### config.mk
export PLATFORM = sky130hd
export DESIGN_NAME = lin_mode_ctrl
export DESIGN_NICKNAME = d
export VERILOG_FILES = /design/src/rtl/lin_mode_pkg.sv /design/src/rtl/lin_mode_dp.sv /design/src/rtl/lin_mode_fsm.sv /design/src/rtl/lin_mode_ctrl.sv
export SDC_FILE = /design/constraint.sdc
export NUM_CORES = 1
export LEC_CHECK = 0
export BUFFER_PORTS_ARGS = -buffer_cell sky130_fd_sc_hd__buf_2
export CAP_MARGIN = 20
export CORE_MARGIN = 2
export CORE_UTILIZATION = 55
export DETAILED_ROUTE_END_ITERATION = 10
export PLACE_DENSITY = 0.72
export SYNTH_ARGS = -nofsm -noshare
export SYNTH_HDL_FRONTEND = slang
export SYNTH_SLANG_ARGS = --single-unit
### constraint.sdc
create_clock -name clk -period 3.5 [get_ports clk]
set_input_delay 0.7 -clock clk [delete_from_list [all_inputs] [get_ports clk]]
set_output_delay 0.7 -clock clk [all_outputs]
set_load 0.01 [all_outputs]
### src/rtl/lin_mode_pkg.sv
package lin_mode_pkg;

  typedef enum logic [2:0] {
    MODE_OFF   = 3'd0,
    MODE_SAFE  = 3'd1,
    MODE_RUN   = 3'd2,
    MODE_QUIET = 3'd3,
    MODE_DOZE  = 3'd4
  } linMode_t;

  typedef enum logic [1:0] {
    RXD_PASS = 2'd0,
    RXD_HIGH = 2'd1,
    RXD_LOW  = 2'd2,
    RXD_OFF  = 2'd3
  } rxdSel_t;

  // strobes from control to datapath
  typedef struct packed {
    logic filtRun;
    logic setWake;
    logic clrWake;
  } ctlStrobe_t;

  // bit positions of the synchronized pin vector
  localparam int PIN_EN   = 0;
  localparam int PIN_TXD  = 1;
  localparam int PIN_BUS  = 2;
  localparam int PIN_LWK  = 3;
  localparam int PIN_W    = 4;

endpackage

### src/rtl/lin_mode_dp.sv
module lin_mode_dp
  import lin_mode_pkg::*;
#(
  parameter int SYNC_STAGES = 2,
  parameter int WAKE_CYCLES = 11250
) (
  input  logic             clk,
  input  logic             rst_n,
  input  logic [PIN_W-1:0] pinRaw,
  input  ctlStrobe_t       strb,
  output logic [PIN_W-1:0] pinSync,
  output logic             busWake,
  output logic             wakeFlag
);

  localparam int CNT_W = $clog2(WAKE_CYCLES + 1);
  localparam logic [CNT_W-1:0] CNT_LAST = CNT_W'(WAKE_CYCLES - 1);
  localparam logic [CNT_W-1:0] CNT_SAT  = CNT_W'(WAKE_CYCLES);

  // synchronizer chain, one register stage per generate step
  logic [PIN_W-1:0] syncStage [SYNC_STAGES];

  genvar g;
  generate
    for (g = 0; g < SYNC_STAGES; g++) begin : gSync
      if (g == 0) begin : gFirst
        always_ff @(posedge clk or negedge rst_n) begin
          if (!rst_n) syncStage[g] <= '0;
          else        syncStage[g] <= pinRaw;
        end
      end else begin : gNext
        always_ff @(posedge clk or negedge rst_n) begin
          if (!rst_n) syncStage[g] <= '0;
          else        syncStage[g] <= syncStage[g-1];
        end
      end
    end
  endgenerate

  assign pinSync = syncStage[SYNC_STAGES-1];

  // dominant-duration filter
  logic [CNT_W-1:0] domCnt;
  logic             busDom;

  assign busDom  = ~pinSync[PIN_BUS];
  assign busWake = strb.filtRun && busDom && (domCnt == CNT_LAST);

  always_ff @(posedge clk or negedge rst_n) begin
    if (!rst_n) begin
      domCnt <= '0;
    end else if (!strb.filtRun || !busDom) begin
      domCnt <= '0;
    end else if (domCnt != CNT_SAT) begin
      domCnt <= domCnt + 1'b1;
    end
  end

  // wake-up record
  always_ff @(posedge clk or negedge rst_n) begin
    if (!rst_n)            wakeFlag <= 1'b0;
    else if (strb.clrWake) wakeFlag <= 1'b0;
    else if (strb.setWake) wakeFlag <= 1'b1;
  end

endmodule

### src/rtl/lin_mode_fsm.sv
module lin_mode_fsm
  import lin_mode_pkg::*;
(
  input  logic             clk,
  input  logic             rst_n,
  input  logic             vsHigh,
  input  logic             vsAlive,
  input  logic             resetLow,
  input  logic [PIN_W-1:0] pinSync,
  input  logic             busWake,
  input  logic             wakeFlag,
  output ctlStrobe_t       strb,
  output linMode_t         modeQ,
  output logic             regEn,
  output logic             txEn,
  output rxdSel_t          rxdSel
);

  linMode_t modeNxt;
  logic     enS, txdS, lwkS;
  logic     wakeEntry;

  assign enS  = pinSync[PIN_EN];
  assign txdS = pinSync[PIN_TXD];
  assign lwkS = pinSync[PIN_LWK];

  always_comb begin
    modeNxt   = modeQ;
    wakeEntry = 1'b0;
    if (!vsAlive) begin
      modeNxt = MODE_OFF;
    end else begin
      unique case (modeQ)
        MODE_OFF: begin
          if (vsHigh) modeNxt = MODE_SAFE;
        end
        MODE_SAFE: begin
          if (enS && !resetLow) modeNxt = MODE_RUN;
        end
        MODE_RUN: begin
          if (resetLow)  modeNxt = MODE_SAFE;
          else if (!enS) modeNxt = txdS ? MODE_QUIET : MODE_DOZE;
        end
        MODE_QUIET: begin
          if (resetLow) begin
            modeNxt = MODE_SAFE;
          end else if (busWake) begin
            modeNxt   = MODE_SAFE;
            wakeEntry = 1'b1;
          end else if (enS) begin
            modeNxt = MODE_RUN;
          end
        end
        MODE_DOZE: begin
          if (busWake || lwkS) begin
            modeNxt   = MODE_SAFE;
            wakeEntry = 1'b1;
          end
        end
        default: modeNxt = MODE_OFF;
      endcase
    end
  end

  always_comb begin
    strb.filtRun = (modeQ == MODE_QUIET) || (modeQ == MODE_DOZE);
    strb.setWake = wakeEntry;
    strb.clrWake = ((modeNxt == MODE_RUN) && (modeQ != MODE_RUN)) ||
                   (modeNxt == MODE_OFF);
  end

  always_ff @(posedge clk or negedge rst_n) begin
    if (!rst_n) modeQ <= MODE_OFF;
    else        modeQ <= modeNxt;
  end

  // output decode
  always_comb begin
    regEn  = 1'b0;
    txEn   = 1'b0;
    rxdSel = RXD_OFF;
    unique case (modeQ)
      MODE_SAFE: begin
        regEn  = 1'b1;
        rxdSel = wakeFlag ? RXD_LOW : RXD_HIGH;
      end
      MODE_RUN: begin
        regEn  = 1'b1;
        txEn   = vsHigh;
        rxdSel = RXD_PASS;
      end
      MODE_QUIET: begin
        regEn  = 1'b1;
        rxdSel = RXD_HIGH;
      end
      MODE_DOZE: begin
        rxdSel = RXD_LOW;
      end
      default: begin
        rxdSel = RXD_OFF;
      end
    endcase
  end

endmodule

### src/rtl/lin_mode_ctrl.sv
module lin_mode_ctrl
  import lin_mode_pkg::*;
#(
  parameter int CLK_HZ      = 125_000_000,
  parameter int WAKE_US     = 90,
  parameter int SYNC_STAGES = 2
) (
  input  logic       clk,
  input  logic       rst_n,
  input  logic       vsHigh,
  input  logic       vsAlive,
  input  logic       enPin,
  input  logic       txdPin,
  input  logic       busLevel,
  input  logic       localWake,
  input  logic       resetLow,
  output logic [2:0] mode,
  output logic       regEn,
  output logic       txEn,
  output logic [1:0] rxdSel,
  output logic       wakeFlag
);

  localparam longint WAKE_RAW    = (longint'(CLK_HZ) * longint'(WAKE_US)) / 64'sd1000000;
  localparam int     WAKE_CYCLES = (WAKE_RAW < 2) ? 2 : int'(WAKE_RAW);

  logic [PIN_W-1:0] pinRaw;
  logic [PIN_W-1:0] pinSync;
  ctlStrobe_t       strb;
  logic             busWake;
  linMode_t         modeQ;
  rxdSel_t          rxdSelQ;

  always_comb begin
    pinRaw          = '0;
    pinRaw[PIN_EN]  = enPin;
    pinRaw[PIN_TXD] = txdPin;
    pinRaw[PIN_BUS] = busLevel;
    pinRaw[PIN_LWK] = localWake;
  end

  lin_mode_dp #(
    .SYNC_STAGES (SYNC_STAGES),
    .WAKE_CYCLES (WAKE_CYCLES)
  ) u_dp (
    .clk      (clk),
    .rst_n    (rst_n),
    .pinRaw   (pinRaw),
    .strb     (strb),
    .pinSync  (pinSync),
    .busWake  (busWake),
    .wakeFlag (wakeFlag)
  );

  lin_mode_fsm u_fsm (
    .clk      (clk),
    .rst_n    (rst_n),
    .vsHigh   (vsHigh),
    .vsAlive  (vsAlive),
    .resetLow (resetLow),
    .pinSync  (pinSync),
    .busWake  (busWake),
    .wakeFlag (wakeFlag),
    .strb     (strb),
    .modeQ    (modeQ),
    .regEn    (regEn),
    .txEn     (txEn),
    .rxdSel   (rxdSelQ)
  );

  assign mode   = modeQ;
  assign rxdSel = rxdSelQ;

endmodule

==> reports/qor.yml, run 1 <==
status: "completed"
drc: 0
synth_edf_count: 0
worstMarginPinSlew_ps: 557
finClkSkew_ps: 7.67
path_clk_slew_ps: 140
finalNonFillerCells: 177
cts_root_buf: "clkbuf_4"
clk_latency_ps: 320
postCtsHoldBufs: 0
rsz0062_at_grt: "no"
finalCriticalPeriod_ps: 2320
cts_tree: "done"
grt_pass1_vias: 957
worstSetupEndpointType: "output port"
drt_iter0_markers: 19
r2r_slack_ps: 1650
timing.final.crit_share_pct: 66.2
critical-path-top-delay-family: "flip-flops"
postRouteAntennaNets: 0
finalHoldViolations: 0
critical-path-slowest-cell: "dfrtp_1"
syn-cell-area_um2: 1340
reg2reg_depth: 4
power.internal_w: 0.000434
avgViaCountPerCell: 5.67
path_buf_inv: 2
io_buffers: 16
crit_type: "flop to output port"
slew_headroom_pct: 62.9
cts_setup_buffers: 0
gp_congestion: 0.829
syn_to_final_growth_pct: 10.6
power_leakage_nw: 0.657
fin_nets: 162
drive_above_1_share_pct: 16.1
finalInstanceArea_um2: 1480
worst_path_largest_cell_delay_ps: 560
synth-async-reset-ratio_pct: 100
worstPathMaxFanout: 12
max_freq_ghz: 0.432
cap_violations: 0
core_area_um2: 2250
synth_area_per_cell_um2: 9.99
start_util_pct: 59.4
rows: 17
antenna_found_initial: 0
path_cells: "inv_1, nor4b_1, a21oi_1, buf_2"
drtPass1Iterations: 4
final_util_pct: 65.6
vdd_ir_drop_max_v: 0.000367
p_clk_share_pct: 37.1
grt_pass1_wl_mm: 4.24
syn_inst: 134
finalSetupViolCount: 0
die_h_um: 53.3
placed_area_um2: 1430
ioPinCount: 17
synth.distinct_cells: 42
synthTopCellsByArea: "dfrtp_1 (49%), nor2_1 (5.0%), xor2_1 (4.6%)"
critPathRequiredTime_ps: 2800
wire_per_inst_um: 13.9
startpoint_type: "flop"
timing.rr.start: "u_fsm.modeQ[1]"
die_area_um2: 2840
htreeDepth: 1
fp.dieW_um: 53.3
cts_buffers: 3
yosysTopAreaCellShare_pct: 48.6
grt_overflow: 0
ys.flop_type: "dfrtp_1"
num_vias: 1004
total_power_w: 0.000550
cp_data_arrival_time_ps: 1620
placedCellCount: 173
synth-seq-cells: 26
yosysTopAreaCell: "dfrtp_1"
combPwrFrac_pct: 5.9
finalSetupTns_ps: 0
drv_slew: 0
ys_warn_count: 0
grt_use_total_pct: 20.9
seq_area_frac_synth_pct: 48.6
antenna_cells: 0
synth_nets: 146
power.density_nw_per_um2: 371
clock_path_buffers: 2
reg2reg_to: "u_dp.domCnt[1]"
p_sw_share_pct: 21.0
clock_sinks: 26
cts.repair.resized: 0
pwr-share-seq_pct: 57.1
finalWirelength_mm: 2.46
hp-class: "input pin to async pin"
grt_max_degree: 27
place_hpwl_mm: 1.76
p_sw_w: 0.000115
-- layer usage --
metal / share of wire, % / track usage, % / vias to the layer above
met3: 3.6 / 3.39 / 2
met2: 47 / 34.8 / 22
li1: - / - / 500
met5: 0 / 0 / -
met1: 48 / 27.1 / 480
met4: 0.85 / 7.69 / 0
-- synthesized netlist by cell type, drive strengths merged, types with 2 or more instances --
master   n
dfrtp   26
nor2    18
nand3   10
a21oi    9
o21ai    7
xor2     7
inv      6
nand2    5
buf      4
nand4    4
xnor2    4
ha       3
or3      3
and3     2
and4     2
nand2b   2
nand3b   2
nor4b    2
-- area by class of cell --
class	count	area, um^2
fillers	201	774
flip-flops and latches	26	651
multi-input cells	97	639
repair buffers	16	80.1
well taps	28	35.0
clock inverters	1	30.0
clock buffers	3	22.5
inverters	6	22.5
-- cells in the final DEF, fill, tap and decap left out, drive strengths merged, types with 2 or more instances in the layout --
cell type / synthesis / layout
a21oi: 9 / 9
and3: 2 / 2
and4: 2 / 2
buf: 4 / 16
clkbuf: 1 / 3
dfrtp: 26 / 26
ha: 3 / 3
inv: 6 / 6
nand2: 5 / 5
nand2b: 2 / 2
nand3: 10 / 10
nand3b: 2 / 2
nand4: 4 / 4
nor2: 18 / 18
nor4b: 2 / 2
o21ai: 7 / 7
or3: 3 / 3
xnor2: 4 / 4
xor2: 7 / 7
-- worst max path at each step --
stage	slack, ps	end	cells after the start	startpoint
after global routing	1090	rxdSel[0]	4	u_fsm.modeQ[0]
after CTS	1190	rxdSel[0]	4	u_fsm.modeQ[0]
after global placement	1630	txEn	3	vsHigh
after floorplan	1580	txEn	3	u_fsm.modeQ[1]
final	1180	rxdSel[0]	4	u_fsm.modeQ[0]
after detailed placement	1570	txEn	3	vsHigh
-- through the flow --
stage	hold WS (ps)	setup slack, ps
after detailed placement	335	1570
after global routing	373	1090
after global placement	333	1630
after floorplan	331	1580
final	342	1180
after CTS	354	1190
-- cells by family (layout without fill, tap and decap cells) --
logic type / count (synthesis) / in the layout / share of synthesized area [%]
xor gates and xnor gates: 11 / 11 / 7.20
adders and majority gates: 3 / 3 / 2.80
AOI/OAI and AO/OA: 25 / 25 / 11.4
DFF: 26 / 26 / 48.6
buffers and inverters: 11 / 26 / 3.64
and+or+nand+nor: 58 / 58 / 26.4
-- power by group through the flow --
stage	clock network, W	registers, W	logic [W]
after floorplan	0	0.000316	0.0000186
after global routing	0.000224	0.000315	0.0000363
after CTS	0.000211	0.000314	0.0000326
after detailed placement	0	0.000319	0.0000323
final	0.000204	0.000314	0.0000322
after global placement	0	0.000319	0.0000308
-- sequential cells by signal, indices dropped and copies added (netlist names) --
name,cells
u_fsm.modeQ,3
u_dp.domCnt,14
u_dp.wakeFlag,1
u_dp.pinSync,4
u_dp.syncStage,4
No activity file was read; power rests on OpenSTA's default activity.
==> run 2, diff against run 1 <==
CORE_UTILIZATION = 50   (was 55)
PLACE_DENSITY = 0.69   (was 0.72)
clock period = 1.92 ns   (was 3.5 ns; I/O delays follow)
==> run 2 against run 1 <==
Effect of this change:
- clock skew up 2.6 ps
- critical path depth unchanged
- clock power up 7%
- first-iteration DRC count up 110%
- utilization down 6.2 points
- final area up 0.34%
- worst hold slack worse by 290 ps
- register-to-register slack worse by 1400 ps
- combinational power up 110%
- clock-buffer cell count unchanged
- final cell count up 2.3%
- non-clock buffer count up 3
- highest routed layer unchanged
==> reports/qor.yml, run 2 (synthesis results as in run 1) <==
start_util_pct: 53.6  # was 59.4%
fp.dieW_um: 55.7  # was 53.3 um
top_register: "u_dp.domCnt"  # unchanged
vdd_ir_drop_max_v: 0.000487  # was 0.000367 V
num-fill-cells: 220  # was 201
power.density_nw_per_um2: 575  # was 371 nW/um^2
critical-path-top-delay-family: "flip-flops"  # unchanged
critPathRequiredTime_ps: 1540  # was 2800 ps
drt_iter0_markers: 39  # was 19
largest_reg_flops: 14  # unchanged
finalSetupTns_ps: 0  # unchanged
finalNonFillerCells: 181  # was 177
postRouteAntennaNets: 0  # unchanged
finClkSkew_ps: 10.3  # was 7.67 ps
power_leakage_nw: 0.654  # was 0.657 nW
path_buf_inv: 2  # unchanged
drv_slew: 0  # unchanged
finalSetupViolCount: 0  # unchanged
placed_area_um2: 1440  # was 1430 um^2
path_cells: "buf_4, nor4b_2, a21oi_1, buf_2"  # was inv_1, nor4b_1, a21oi_1, buf_2
total_power_w: 0.000854  # was 0.000550 W
slew_headroom_pct: 61.0  # was 62.9%
crit_type: "flop to output port"  # unchanged
finalHoldViolations: 0  # unchanged
antenna_found_initial: 0  # unchanged
critical-path-slowest-cell: "dfrtp_2"  # was dfrtp_1
htreeDepth: 1  # unchanged
drive_above_1_share_pct: 19.9  # was 16.1%
worst_path_largest_cell_delay_ps: 460  # was 560 ps
gp_congestion: 0.862  # was 0.829
worstSetupEndpointType: "output port"  # unchanged
place_hpwl_mm: 1.68  # was 1.76 mm
cap_violations: 0  # unchanged
cts_root_buf: "clkbuf_4"  # unchanged
grt_pass1_vias: 921  # was 957
antenna_cells: 0  # unchanged
finalWirelength_mm: 2.33  # was 2.46 mm
grt_use_total_pct: 16.6  # was 20.9%
grt_pass1_wl_mm: 4.08  # was 4.24 mm
worstMarginPinSlew_ps: 586  # was 557 ps
die_h_um: 55.7  # was 53.3 um
clock_sinks: 26  # unchanged
num_vias: 1022  # was 1004
hp-class: "input pin to async pin"  # unchanged
drc: 0  # unchanged
io_buffers: 16  # unchanged
avgViaCountPerCell: 5.65  # was 5.67
final_cell_mix: "dfrtp_1 (23), nor2_1 (18), buf_2 (16), nand3_1 (10), a21oi_1 (9)"  # was dfrtp_1 (26), nor2_1 (18), buf_2 (16), nand3_1 (10), a21oi_1 (9)
grt_max_degree: 27  # unchanged
cp_data_arrival_time_ps: 1400  # was 1620 ps
drtPass1Iterations: 6  # was 4
clk_latency_ps: 310  # was 320 ps
finalCriticalPeriod_ps: 1790
final_common_cell: "dfrtp_1"  # unchanged
worstPathMaxFanout: 12  # unchanged
whs_ps: 53.9  # was 342 ps
status: "completed"  # unchanged
startpoint_type: "flop"  # unchanged
multi_input_area_um2: 646  # was 639 um^2
cts_tree: "done"  # unchanged
timing.final.crit_share_pct: 93.0
finalInstanceArea_um2: 1490  # was 1480 um^2
rows: 18  # was 17
wire_per_inst_um: 12.9  # was 13.9 um
path_clk_slew_ps: 130  # was 140 ps
core_area_um2: 2500  # was 2250 um^2
die_area_um2: 3110  # was 2840 um^2
rsz0062_at_grt: "no"  # unchanged
placedCellCount: 176  # was 173
fin_nets: 165  # was 162
grt_overflow: 0  # unchanged
ioPinCount: 17  # unchanged
clock_path_buffers: 2  # unchanged
cts_buffers: 3  # unchanged
max_freq_ghz: 0.560
area.sequential_um2: 654  # was 651 um^2
syn_to_final_growth_pct: 10.9  # was 10.6%
==> run 2: changes by cell type in the layout (fill, tap and decap cells not counted), sizes merged <==
cell / before / now
buf: 16 / 19
bufinv: 1 / 0
==> run 2: worst paths after layout <==
kind,start,endpoint,slack [ps],cells past startpoint
worst max-delay path,u_fsm.modeQ[1],rxdSel[0],130,4
worst min-delay path,rst_n,u_dp.domCnt[3],50,1
worst max register to register,u_dp.domCnt[0],u_dp.domCnt[10],260,6
worst min register to register,u_dp.syncStage[5],u_dp.pinSync[1],360,0
max in group asynchronous,rst_n,u_fsm.modeQ[1],1440,1
min in group clk,enPin,u_dp.syncStage[4],170,1
==> run 2: layout make-up <==
cell class,count,area share (%)
Inverter,6,1.52
Sequential cell,26,44.1
Timing Repair Buffer,19,6.91
Tap cell,30,2.53
Clock buffer,3,1.52
Multi-Input combinational cell,97,43.5
==> run 2: repair_timing <==
action / CTS / global route
setup endpoints to repair: 1 / 2
cloned: 0 / 0
pin swaps: 0 / 0
hold buffers: 0 / 0
gates resized for setup: 1 / 3
setup buffers: 0 / 2
==> run 2: per-stage QoR <==
stage	setup slack (ps)	util, %
floorplan	315	-
global placement	282	57.5
detailed placement	237	57.5
CTS	24.4	58.5
global route	12.3	59.4
finish	135	59.4
==> run 2: layer usage <==
layer  up-vias  wire length, um  global-route usage, %
met2        25             1030                   25.5
met5         -                0                      0
li1        508                -                      -
met3         4              109                   3.49
met1       485             1160                   23.0
met4         0               31                   6.27
==> run 2: report_power, final <==
group,internal [W],switching (W)
Combinational,0.0000276,0.0000408
Clock,0.0000734,0.000145
Sequential,0.000559,0.00000798
